==> src/rtl/fp23_pkg.sv <==
package fp23_pkg;
  localparam int EXP_W   = 6;
  localparam int MAN_W   = 16;
  localparam int WORD_W  = 1 + EXP_W + MAN_W;
  localparam int SIG_W   = MAN_W + 1;             // significand with hidden one
  localparam int RAW_W   = SIG_W + 1;             // plus carry
  localparam int LZ_W    = $clog2(SIG_W + 1);
  localparam int SHIFT_LIM = SIG_W + 1;           // shifts at or above this flush
  localparam int EXP_MAX = (1 << EXP_W) - 1;
  localparam int EXT_W   = EXP_W + 2;             // signed exponent working width

  typedef struct packed {
    logic             sgn;
    logic [EXP_W-1:0] exp;
    logic [MAN_W-1:0] man;
  } fp_word_t;
endpackage

==> src/rtl/fp23_prenorm.sv <==
module fp23_prenorm
  import fp23_pkg::*;
(
  input  fp_word_t         a_in,
  input  fp_word_t         b_in,
  input  logic             sub_sel,
  output logic [EXP_W-1:0] big_exp,
  output logic             big_sgn,
  output logic [SIG_W-1:0] big_sig,
  output logic [SIG_W-1:0] small_sig_al,
  output logic             do_sub
);
  logic [SIG_W-1:0] a_sig, b_sig, sm_sig;
  logic [EXP_W-1:0] sm_exp, diff;
  logic             b_sgn_eff, a_wins;

  always_comb begin
    // exponent zero means zero, fraction bits ignored
    a_sig     = (a_in.exp != '0) ? {1'b1, a_in.man} : '0;
    b_sig     = (b_in.exp != '0) ? {1'b1, b_in.man} : '0;
    b_sgn_eff = b_in.sgn ^ sub_sel;
    a_wins    = {a_in.exp, a_sig} >= {b_in.exp, b_sig};
    if (a_wins) begin
      big_exp = a_in.exp; big_sig = a_sig; big_sgn = a_in.sgn;
      sm_exp  = b_in.exp; sm_sig  = b_sig;
    end else begin
      big_exp = b_in.exp; big_sig = b_sig; big_sgn = b_sgn_eff;
      sm_exp  = a_in.exp; sm_sig  = a_sig;
    end
    diff   = big_exp - sm_exp;
    do_sub = a_in.sgn ^ b_sgn_eff;
    if (int'(diff) >= SHIFT_LIM) small_sig_al = '0;
    else                         small_sig_al = sm_sig >> diff;
  end
endmodule

==> src/rtl/fp23_sig_addsub.sv <==
module fp23_sig_addsub
  import fp23_pkg::*;
(
  input  logic [SIG_W-1:0] big_sig,
  input  logic [SIG_W-1:0] small_sig,
  input  logic             do_sub,
  output logic [RAW_W-1:0] raw_sum
);
  always_comb begin
    if (do_sub) raw_sum = {1'b0, big_sig} - {1'b0, small_sig};
    else        raw_sum = {1'b0, big_sig} + {1'b0, small_sig};
  end
endmodule

==> src/rtl/fp23_postnorm.sv <==
module fp23_postnorm
  import fp23_pkg::*;
(
  input  logic [RAW_W-1:0] raw_sum,
  input  logic [EXP_W-1:0] big_exp,
  input  logic             big_sgn,
  output fp_word_t         result
);
  logic [LZ_W-1:0]         lz;
  logic                    found;
  logic [SIG_W-1:0]        shifted;
  logic signed [EXT_W-1:0] e_n;

  always_comb begin
    lz    = '0;
    found = 1'b0;
    for (int i = SIG_W - 1; i >= 0; i--) begin
      if (!found) begin
        if (raw_sum[i]) found = 1'b1;
        else            lz    = lz + 1'b1;
      end
    end
  end

  always_comb begin
    shifted = raw_sum[SIG_W-1:0] << lz;
    result  = '0;
    e_n     = '0;
    if (raw_sum == '0) begin
      result = '0;
    end else if (raw_sum[RAW_W-1]) begin
      e_n = $signed({2'b00, big_exp}) + 1;
      if (e_n > EXT_W'(EXP_MAX)) begin
        result = '{sgn: big_sgn, exp: '1, man: '1};
      end else begin
        result = '{sgn: big_sgn, exp: e_n[EXP_W-1:0], man: raw_sum[SIG_W-1:1]};
      end
    end else begin
      e_n = $signed({2'b00, big_exp}) - $signed({{(EXT_W-LZ_W){1'b0}}, lz});
      if (e_n <= 0) result = '0;
      else result = '{sgn: big_sgn, exp: e_n[EXP_W-1:0], man: shifted[MAN_W-1:0]};
    end
  end
endmodule

==> src/rtl/fp23_addsub.sv <==
module fp23_addsub
  import fp23_pkg::*;
(
  input  logic              clk,
  input  logic              rst_n,
  input  logic              opd_valid,
  output logic              opd_ready,
  input  logic [WORD_W-1:0] opd_a,
  input  logic [WORD_W-1:0] opd_b,
  input  logic              opd_sub,
  output logic              res_valid,
  input  logic              res_ready,
  output logic [WORD_W-1:0] res_data
);
  logic [EXP_W-1:0] big_exp;
  logic             big_sgn, do_sub;
  logic [SIG_W-1:0] big_sig, small_sig_al;
  logic [RAW_W-1:0] raw_sum;
  fp_word_t         result;

  fp23_prenorm u_pre (
    .a_in(fp_word_t'(opd_a)), .b_in(fp_word_t'(opd_b)), .sub_sel(opd_sub),
    .big_exp(big_exp), .big_sgn(big_sgn), .big_sig(big_sig),
    .small_sig_al(small_sig_al), .do_sub(do_sub)
  );

  fp23_sig_addsub u_add (
    .big_sig(big_sig), .small_sig(small_sig_al), .do_sub(do_sub), .raw_sum(raw_sum)
  );

  fp23_postnorm u_post (
    .raw_sum(raw_sum), .big_exp(big_exp), .big_sgn(big_sgn), .result(result)
  );

  assign opd_ready = !res_valid || res_ready;

  always_ff @(posedge clk) begin
    if (!rst_n) begin
      res_valid <= 1'b0;
      res_data  <= '0;
    end else if (opd_ready) begin
      res_valid <= opd_valid;
      if (opd_valid) res_data <= result;
    end
  end

  p_hold_r9: assert property (@(posedge clk) disable iff (!rst_n)
    res_valid && !res_ready |=> res_valid && $stable(res_data));
  p_latency_r8: assert property (@(posedge clk) disable iff (!rst_n)
    opd_valid && opd_ready |=> res_valid);
  p_drain_r8: assert property (@(posedge clk) disable iff (!rst_n)
    !opd_valid && res_ready |=> !res_valid);
  p_poszero_r7: assert property (@(posedge clk) disable iff (!rst_n)
    res_valid && res_data[WORD_W-2 -: EXP_W] == '0 |-> res_data == '0);
  p_stall_r9: assert property (@(posedge clk) disable iff (!rst_n)
    res_valid && !res_ready |-> !opd_ready);
endmodule

==> config.mk <==
export PLATFORM = sky130hd
export DESIGN_NAME = fp23_addsub
export DESIGN_NICKNAME = d
export VERILOG_FILES = /design/src/rtl/fp23_pkg.sv /design/src/rtl/fp23_prenorm.sv /design/src/rtl/fp23_sig_addsub.sv /design/src/rtl/fp23_postnorm.sv /design/src/rtl/fp23_addsub.sv
export SDC_FILE = /design/constraint.sdc
export NUM_CORES = 1
export LEC_CHECK = 0
export BUFFER_PORTS_ARGS = -buffer_cell sky130_fd_sc_hd__buf_2
export CORE_UTILIZATION = 60
export CTS_BUF_LIST = sky130_fd_sc_hd__clkbuf_8
export DETAILED_ROUTE_END_ITERATION = 7
export PLACE_DENSITY_LB_ADDON = 0.1
export SETUP_SLACK_MARGIN = 0.4
export SYNTH_ARGS = -nofsm -noshare
export SYNTH_HDL_FRONTEND = slang
export SYNTH_HIERARCHICAL = 1
export SYNTH_SLANG_ARGS = --single-unit
==> constraint.sdc <==
create_clock -name clk -period 22.7 [get_ports clk]
set_clock_uncertainty 0.2 [all_clocks]
set_input_delay 3.405 -clock clk [delete_from_list [all_inputs] [get_ports clk]]
set_output_delay 3.405 -clock clk [all_outputs]
set_load 0.05 [all_outputs]
==> results.md, run 1 <==
* Status: completed
* CP top delay family: compound AO/OA/AOI/OAI gates
* Clock Tree Root: clkbuf_8
* Synthesized flop and latch total at 24
* # clock sinks at 24
* Final Net Count at between 1,000 and 1,500
* Crit path DAT at about 21 ns
* Rel. slew slack at between 20% and 30%
* First DRT Iteration DRCs at 540
* Largest net degree at the start of global routing at 56
* Fillers at 1,123
* Net Count, Synth at around 1,100
* Initial core utilization at approximately 62%
* WL final at between 15,000 and 20,000 um
* Critical path required time at between 20 and 25 ns
* Setup TNS at 0 ns
* Critical path capture point type: flip-flop
* Most common cell in the synthesized netlist: nand2_1
* Async set-reset flop share out of synthesis at 0%
* Ys flop type: dfxtp_1
* Max Freq at 47.2 MHz
* Clk slew on worst S/H paths at 0.09 ns
* Io pins at 76
* Ys Warns at 6
* Clock period minus worst slack at 21.21 ns
* Slew Limit Fails at 0
* Share of post-route cells with drive strength above 1 at a little under a fifth
* Yosys top cell by area: mux2i_1
* Slack of the critical path at ~1.5 ns
* H-tree depth at 1
* Synthesized area per cell at approximately 7.4 um2
* CTS tree: yes
* Routability cong. at approximately 0.93
* Total of max-cap violations at 0
* 1st-pass router iterations at 5
* Input/output buffers at 75
* Post-Place Cells at approximately 1,200
* Post-Syn Area at approximately 0.0076 mm2
* Via count at between 7,000 and 8,000
* Critical path type: input port to flip-flop
* Number of enable flip-flop cells after synthesis at 0
* Max incr delay on CP at between 0.5 and 0.6 ns
* TritonCTS buffer count at 3
* Most used cell, CP: ha_1
* Vias in the first global route at between 6,000 and 7,000
* Kind of launch point of the worst setup path: input port
* Ratio of final minimum period to clock period at approximately 93%
* Total GRT Usage at approximately 30%
* Buf/Inv on CP at 7
* Wire per inst at ~16 um
* Via density at slightly above 6
* Unrepaired setup endpoints after global routing: no
* Worst-skew pair later-pin latency at about 0.26 ns
* Worst slew pin tran at approximately 1.1 ns
* Synth unique cells at around 110
* Longest Clk Path Bufs at 2
* Fin. Hold Viols at 0
* Ant diodes at 0
* Final instance area at 0.00817 mm2
* Row count at 40
* Yosys top cell area share at between 10% and 20%
* Grt ovf at 0
* Worst-path fanout max at 19
* Die span in x at about 110 um
* Slowest cell on crit path: or4_4
* Non-Filler Instances at about 1,200
* Die Height at approximately 110 um
* Main area contributors after synthesis: mux2i_1, ha_1, nand2_1, dfxtp_1, xnor2_1
* Placed cell area at 0.00790 mm2
* Post-synthesis sequential area ratio at ~6.3%
* Setup Viol. Count Final at 0
* Drt drc at 0
* Initial antenna violation count at 0
* Hpwl dp at approximately 16,000 um
* First-pass GRT wire length at about 32,000 um
* Post-CTS Hold Fix Bufs at 0
* Final ANT Viol Nets at 0
* Die area at between 0.01 and 0.015 mm2
* Placement Setup Slack at 0.0391 ns
* Synth-to-Final Area Change at 7.88%
* Worst hold path class: flip-flop to flip-flop
* CORE AREA at around 0.012 mm2
* Most instantiated cells after synthesis: nand2_1, nor2_1, mux2i_1
* Gate Count Post-Synth at roughly 1,000
[layer usage]
| metal | global-route usage, % | part of all wire (%) | vias to the layer above |
|---|---|---|---|
| li1 | - | - | 3784 |
| met5 | 0 | 0 | - |
| met2 | 48.8 | 45 | 267 |
| met4 | 4.50 | 1.0 | 0 |
| met3 | 3.23 | 5.8 | 25 |
| met1 | 43.5 | 48 | 3429 |
[per-stage QoR]
| stage | hold WS, ns | util (%) |
|---|---|---|
| 6_report | 0.261 | 67.2 |
| 5_1_grt | 0.275 | 67.2 |
| 4_1_cts | 0.261 | 65.7 |
| 3_5_place_dp | 0.246 | 64.9 |
| 3_3_place_gp | 0.242 | 64.9 |
| 2_1_floorplan | 0.470 | - |
[layout make-up]
cell class                      instances  area [um2]  area share, %
Inverter                               54         203           2.48
Multi-Input combinational cell        890        6620           80.9
Sequential cell                        24         480           5.88
Tap cell                              168         210           2.57
Clock inverter                          1        30.0          0.367
Timing Repair Buffer                  102         594           7.27
Clock buffer                            3        41.3          0.505
[layout by cell type (no fill, tap or decap), types with 19 or more instances in the layout]
cell / synthesis / final
mux2i_1: 89 / 88
nor2_1: 93 / 91
buf_4: 0 / 25
xnor2_1: 52 / 51
mux2_2: 20 / 20
nand2_1: 157 / 157
buf_2: 12 / 75
dfxtp_1: 24 / 24
o21ai_0: 55 / 52
ha_1: 60 / 59
a21oi_1: 46 / 44
inv_1: 52 / 52
nor2b_1: 19 / 19
[worst paths after layout]
path	from	end	slack [ns]	cells after the start
hold reg to reg	res_data[7]	res_data[7]	0.26	2
hold / removal	res_data[7]	res_data[7]	0.26	2
setup reg to reg	res_valid	res_data[15]	21.35	3
setup / recovery	opd_a[19]	res_data[2]	1.49	86
[repair_timing]
item,in CTS,in global routing
pin swaps,1,5
buffers inserted,2,11
resized for setup,1,19
setup endpoints to repair,16,23
[flip-flops by register name, summed over array words and instances (netlist names)]
register   count
res_data      23
res_valid      1
[cells by family (layout without fill, tap and decap cells)]
group / count (synthesis) / count (layout) / synth area share, %
buf+inv: 107 / 160 / 7.61
flops: 24 / 24 / 6.34
fa+ha+maj: 67 / 67 / 11.1
mux: 125 / 125 / 19.1
compound gates: 242 / 242 / 22.1
xor+xnor: 70 / 70 / 9.03
simple gates: 386 / 386 / 24.7
[worst register-to-register path, cell delays in order (launching register included)]
cell and delay, ns:
dfxtp_1 0.34, nand2b_4 0.08, and2_4 0.40, mux2i_1 0.27
Power of run 1 is not shown: default switching activity piles up to over one toggle a cycle in this logic, so the estimate is an artifact.
==> run 2: changes to the inputs <==
CORE_UTILIZATION = 40   (was 60)
==> run 2 against run 1 <==
Net effect: hold slack worse by 0.0034 ns; critical endpoint is now res_data[10]; die area up 49%; global-route usage shrank 8.2 points; register-to-register slack better by 0.02 ns; setup slack better by 0.18 ns; critical path depth shrank 1.
==> results.md, run 2 (same netlist as run 1, synthesis figures left out) <==
* Status: completed
* Worst r2r path cells at 3 (unchanged)
* Max reg flops at 23 (unchanged)
* Max Freq at 47.6 MHz (+0.86%)
* WL final at 21,500 um (+7.8%)
* Hold Path Sink: res_data[0]
* Share of post-route cells with drive strength above 1 at 19.0% (+0.20 points)
* Rel. slew slack at 21.9% (-4.7 points)
* First DRT Iteration DRCs at 393 (-27%)
* CTS tree: yes
* Non-Filler Instances at 1,302 (+4.8%)
* Total GRT Usage at 21.9% (-8.2 points)
* H-tree depth at 1 (unchanged)
* Clock Tree Root: clkbuf_8
* Final Net Count at 1,187 (-0.084%)
* Grt ovf at 0 (unchanged)
* Ratio of final minimum period to clock period at 92.6% (-0.80 points)
* Slowest cell on crit path: or4_4
* Min-delay src: res_data[0]
* Die Height at 140 um (+22%)
* Input/output buffers at 75 (unchanged)
* Crit path DAT at 20.97 ns (-0.23 ns)
* Wire per inst at 16.5 um (+2.8%)
* Most used cell, CP: ha_1
* Critical path required time at 22.65 ns (-0.04 ns)
* TritonCTS buffer count at 3 (unchanged)
* First-pass GRT wire length at 35,400 um (+9.4%)
* Kind of launch point of the worst setup path: input port
* Drt drc at 0 (unchanged)
* Max incr delay on CP at 0.56 ns (about the same)
* # clock sinks at 24 (unchanged)
* Worst-path fanout max at 20 (+1)
* Slew Limit Fails at 0 (unchanged)
* Largest Register: res_data
* Io pins at 76 (unchanged)
* 1st-pass router iterations at 5 (unchanged)
* Top Registers: res_data (23), res_valid (1)
* Routability cong. at 0.866 (-7.3%)
* Post-Place Cells at 1,293 (+5.6%)
* Hpwl dp at 17,400 um (+9.4%)
* Initial antenna violation count at 0 (unchanged)
* Critical path type: input port to flip-flop
* Via count at 7,350 (-2.1%)
* Critical R2R Launch: res_valid
* Synth-to-Final Area Change at 8.98%
* Unrepaired setup endpoints after global routing: no
* Vias in the first global route at 6,961 (+4.2%)
* Longest Clk Path Bufs at 2 (unchanged)
* Via density at 5.65 (-6.6%)
* Worst-skew pair later-pin latency at 0.27 ns (about the same)
* Fin. Hold Viols at 0 (unchanged)
* Hold path depth at 2 (unchanged)
* CP top delay family: compound AO/OA/AOI/OAI gates
* Clock period minus worst slack at 21.02 ns (-0.181 ns)
* Most frequent cells in the layout: nand2_1, nor2_1, mux2i_1
* Most common cell after layout, fill and taps aside: nand2_1
* Largest net degree at the start of global routing at 48 (-14%)
* Critical R2R Capture: res_data[15]
* Row count at 49 (+23%)
* Die area at 0.0195 mm2 (+49%)
* Worst hold path class: flip-flop to flip-flop
* Die span in x at 140 um (+22%)
* Clk slew on worst S/H paths at 0.08 ns (about the same)
* CORE AREA at 0.0183 mm2 (+50%)
* Post-CTS Hold Fix Bufs at 0 (unchanged)
* Initial core utilization at 41.5% (-21 points)
* Critical path capture point type: flip-flop
* Setup Viol. Count Final at 0 (unchanged)
* Worst slew pin tran at 1.16 ns (+0.0742 ns)
* Total of max-cap violations at 0 (unchanged)
* Buf/Inv on CP at 7 (unchanged)
* Setup TNS at 0 ns (unchanged)
* Ant diodes at 0 (unchanged)
* Final ANT Viol Nets at 0 (unchanged)
* Reg2Reg Setup Slack at 21.37 ns (+0.02 ns)
==> run 2: cell types whose count changed in the layout (fill, tap and decap cells not counted), sizes merged <==
cell,previous run,this run
buf,102,101
bufinv,1,0
clkbuf,3,4
==> run 2: routing by layer <==
metal  part of all wire, %  GRT usage, %  vias to the layer above
li1                      -             -                     3774
met1                    51          31.7                     3408
met2                    45          36.3                      152
met3                   2.8          1.51                       16
met4                   1.2          2.43                        0
met5                     0             0                        -
==> run 2: layout make-up <==
cell class                 count  area, um2
multi-input combinational    890       6650
timing repair buffer         101        586
sequential                    24        480
clock buffer                   4       55.1
fill                        1878      10000
tap                          229        287
inverter                      54        203
==> run 2: what timing repair did <==
| action | 4_1_cts | 5_1_grt |
|---|---|---|
| pin swaps | 0 | 3 |
| endpoints found under the setup margin | 3 | 23 |
| buffers inserted | 0 | 5 |
| resized for setup | 2 | 24 |
==> run 2: worst max-delay path by stage <==
stage                     startpoint           end  slack (ns)  depth (start not counted)
final                      opd_a[19]  res_data[10]        1.68                         85
after global routing       opd_a[19]  res_data[10]        0.44                         84
after CTS                  opd_a[19]   res_data[3]        0.44                         79
after detailed placement   opd_a[19]   res_data[3]        0.06                         83
after global placement     opd_a[19]   res_data[3]        0.39                         79
after floorplan            opd_a[19]   res_data[4]        1.80                         88
==> run 2: through the flow <==
stage	instance area, um2	setup slack [ns]	utilization (%)	hold slack (ns)
final	8260	1.68	45.2	0.258
after global routing	8260	0.439	45.2	0.279
after CTS	8100	0.439	44.3	0.260
after detailed placement	8030	0.0603	43.9	0.245
after global placement	8030	0.392	43.9	0.244
after floorplan	7580	1.80	-	0.470
==> run 2: tightest hold or removal path, stage by stage (launching register included) <==
cell,delay (ns)
dfxtp_1,0.31
nand2_1,0.05
mux2i_1,0.05
Power of run 2 is left out for the same reason.
==> run 3: changes to the inputs <==
CELL_PAD_IN_SITES_DETAIL_PLACEMENT = 0   (was unset)
CELL_PAD_IN_SITES_GLOBAL_PLACEMENT = 1   (was unset)
CTS_CLUSTER_SIZE = 12   (was unset)
==> run 3 against run 2 <==
Net effect: sequential share of layout area stayed put; non-clock buffer count fell by 1; setup slack better by 0.071 ns; via count up 0.86%; critical path depth is 1 lower; hold slack hardly changed; first-iteration DRC count increased by 16%; flip-flop and latch count stayed put; maximum frequency increased by 0.34%; count of clock-buffer cells in the layout down 1; design area is the same; critical endpoint is now res_data[2].
==> results.md, run 3 (same netlist as run 1, synthesis figures left out) <==
* Status: completed
* Die Height at 140 um (unchanged)
* Area of the multi-input gates at 0.00662 mm2 (-0.38%)
* Share of post-route cells with drive strength above 1 at 18.8% (-0.26 points)
* Buf/Inv on CP at 6 (-1)
* Clock period minus worst slack at 20.95 ns (-0.0705 ns)
* Vias in the first global route at 6,993 (+0.46%)
* Setup Viol. Count Final at 0 (unchanged)
* Drt drc at 0 (unchanged)
* Max incr delay on CP at 0.57 ns (about the same)
* Clock Tree Root: clkbuf_8
* Slew Limit Fails at 0 (unchanged)
* Critical path required time at 22.71 ns (+0.06 ns)
* Crit path DAT at 20.96 ns (about the same)
* Via density at 5.70 (+0.93%)
* Unrepaired setup endpoints after global routing: no
* Initial antenna violation count at 0 (unchanged)
* Longest Clk Path Bufs at 2 (unchanged)
* Wire per inst at 17.7 um (+7.4%)
* Ant diodes at 0 (unchanged)
* Hpwl dp at 19,000 um (+9.5%)
* Kind of launch point of the worst setup path: input port
* 1st-pass router iterations at 5 (unchanged)
* First DRT Iteration DRCs at 457 (+16%)
* Most used cell, CP: ha_1
* Total of max-cap violations at 0 (unchanged)
* Synth-to-Final Area Change at 8.98% (unchanged)
* Hold_ws at 0.258 ns (+0.000481 ns)
* Routability cong. at 0.947 (+9.2%)
* Ratio of final minimum period to clock period at 92.3% (-0.31 points)
* CTS tree: yes
* Initial core utilization at 41.5% (unchanged)
* Critical path capture point type: flip-flop
* Via count at 7,413 (+0.86%)
* Final ANT Viol Nets at 0 (unchanged)
* Die area at 0.0195 mm2 (unchanged)
* Largest net degree at the start of global routing at 80 (+67%)
* Final Net Count at 1,186 (-0.084%)
* TritonCTS buffer count at 3 (unchanged)
* Fin. Hold Viols at 0 (unchanged)
* Top Registers: res_data (23), res_valid (1)
* Most frequent cells in the layout: nand2_1, nor2_1, mux2i_1
* Worst-skew pair later-pin latency at 0.26 ns (about the same)
* Max Freq at 47.7 MHz (+0.34%)
* Row count at 49 (unchanged)
* Largest Register: res_data
* Input/output buffers at 75 (unchanged)
* CORE AREA at 0.0183 mm2 (unchanged)
* Die span in x at 140 um (unchanged)
* Worst slew pin tran at 1.05 ns (-0.115 ns)
* Grt ovf at 0 (unchanged)
* First-pass GRT wire length at 37,300 um (+5.2%)
* Slowest cell on crit path: or4_4
* Max reg flops at 23 (unchanged)
* Total GRT Usage at 23.5% (+1.6 points)
* Fillers at 1,928 (+2.7%)
* FF/Latch Area at 480 um2 (unchanged)
* Worst hold path class: flip-flop to flip-flop
* WL final at 23,100 um (+7.3%)
* Setup TNS at 0 ns (unchanged)
* CP top delay family: compound AO/OA/AOI/OAI gates
* Io pins at 76 (unchanged)
* Rel. slew slack at 30.2% (+8.2 points)
* Most common cell after layout, fill and taps aside: nand2_1
* # clock sinks at 24 (unchanged)
* Clk slew on worst S/H paths at 0.09 ns (about the same)
* Worst-path fanout max at 24 (+20%)
* Critical path type: input port to flip-flop
* H-tree depth at 1 (unchanged)
==> run 3: area by class of cell <==
cell class	instances	area share, %
multi-input combinational	890	80.2
timing repair buffer	100	7.17
sequential	24	5.82
tap	229	3.47
inverter	54	2.48
clock buffer	3	0.500
clock inverter	1	0.364
==> run 3: worst paths after layout <==
| kind | startpoint | end | slack (ns) | cells after the start |
|---|---|---|---|---|
| hold / removal | res_data[20] | res_data[20] | 0.26 | 2 |
| setup reg to reg | res_valid | res_data[12] | 21.33 | 3 |
| setup / recovery | opd_a[19] | res_data[2] | 1.75 | 84 |
| hold reg to reg | res_data[20] | res_data[20] | 0.26 | 2 |
==> run 3: timing repair <==
action / 4_1_cts / 5_1_grt
gates cloned: 0 / 0
setup endpoints to repair: 16 / 23
pin swaps: 0 / 2
setup buffers: 0 / 5
resized for setup: 2 / 19
hold buffers: 0 / 0
==> run 3: worst register-to-register path, stage by stage (launching register included) <==
cell and delay (ns):
dfxtp_1 0.34, nand2b_4 0.08, and2_4 0.41, mux2i_1 0.27
==> run 3: per-layer routing <==
layer | global-route usage, % | part of all wire, % | vias up
met2 | 41.6 | 49 | 144
li1 | - | - | 3778
met4 | 4.97 | 2.1 | 0
met3 | 1.10 | 2.2 | 22
met1 | 31.5 | 47 | 3469
met5 | 0 | 0 | -
==> run 3: through the flow <==
step	setup WS (ns)	utilization, %	cell area [um2]	std cells
after floorplan	1.80	-	7580	1021
after global placement	0.399	44.0	8030	1292
after detailed placement	-0.0646	44.0	8030	1292
after CTS	0.445	44.4	8110	1296
after global routing	0.523	45.2	8260	1301
final	1.75	45.2	8260	1301
Power of run 3 is left out for the same reason.
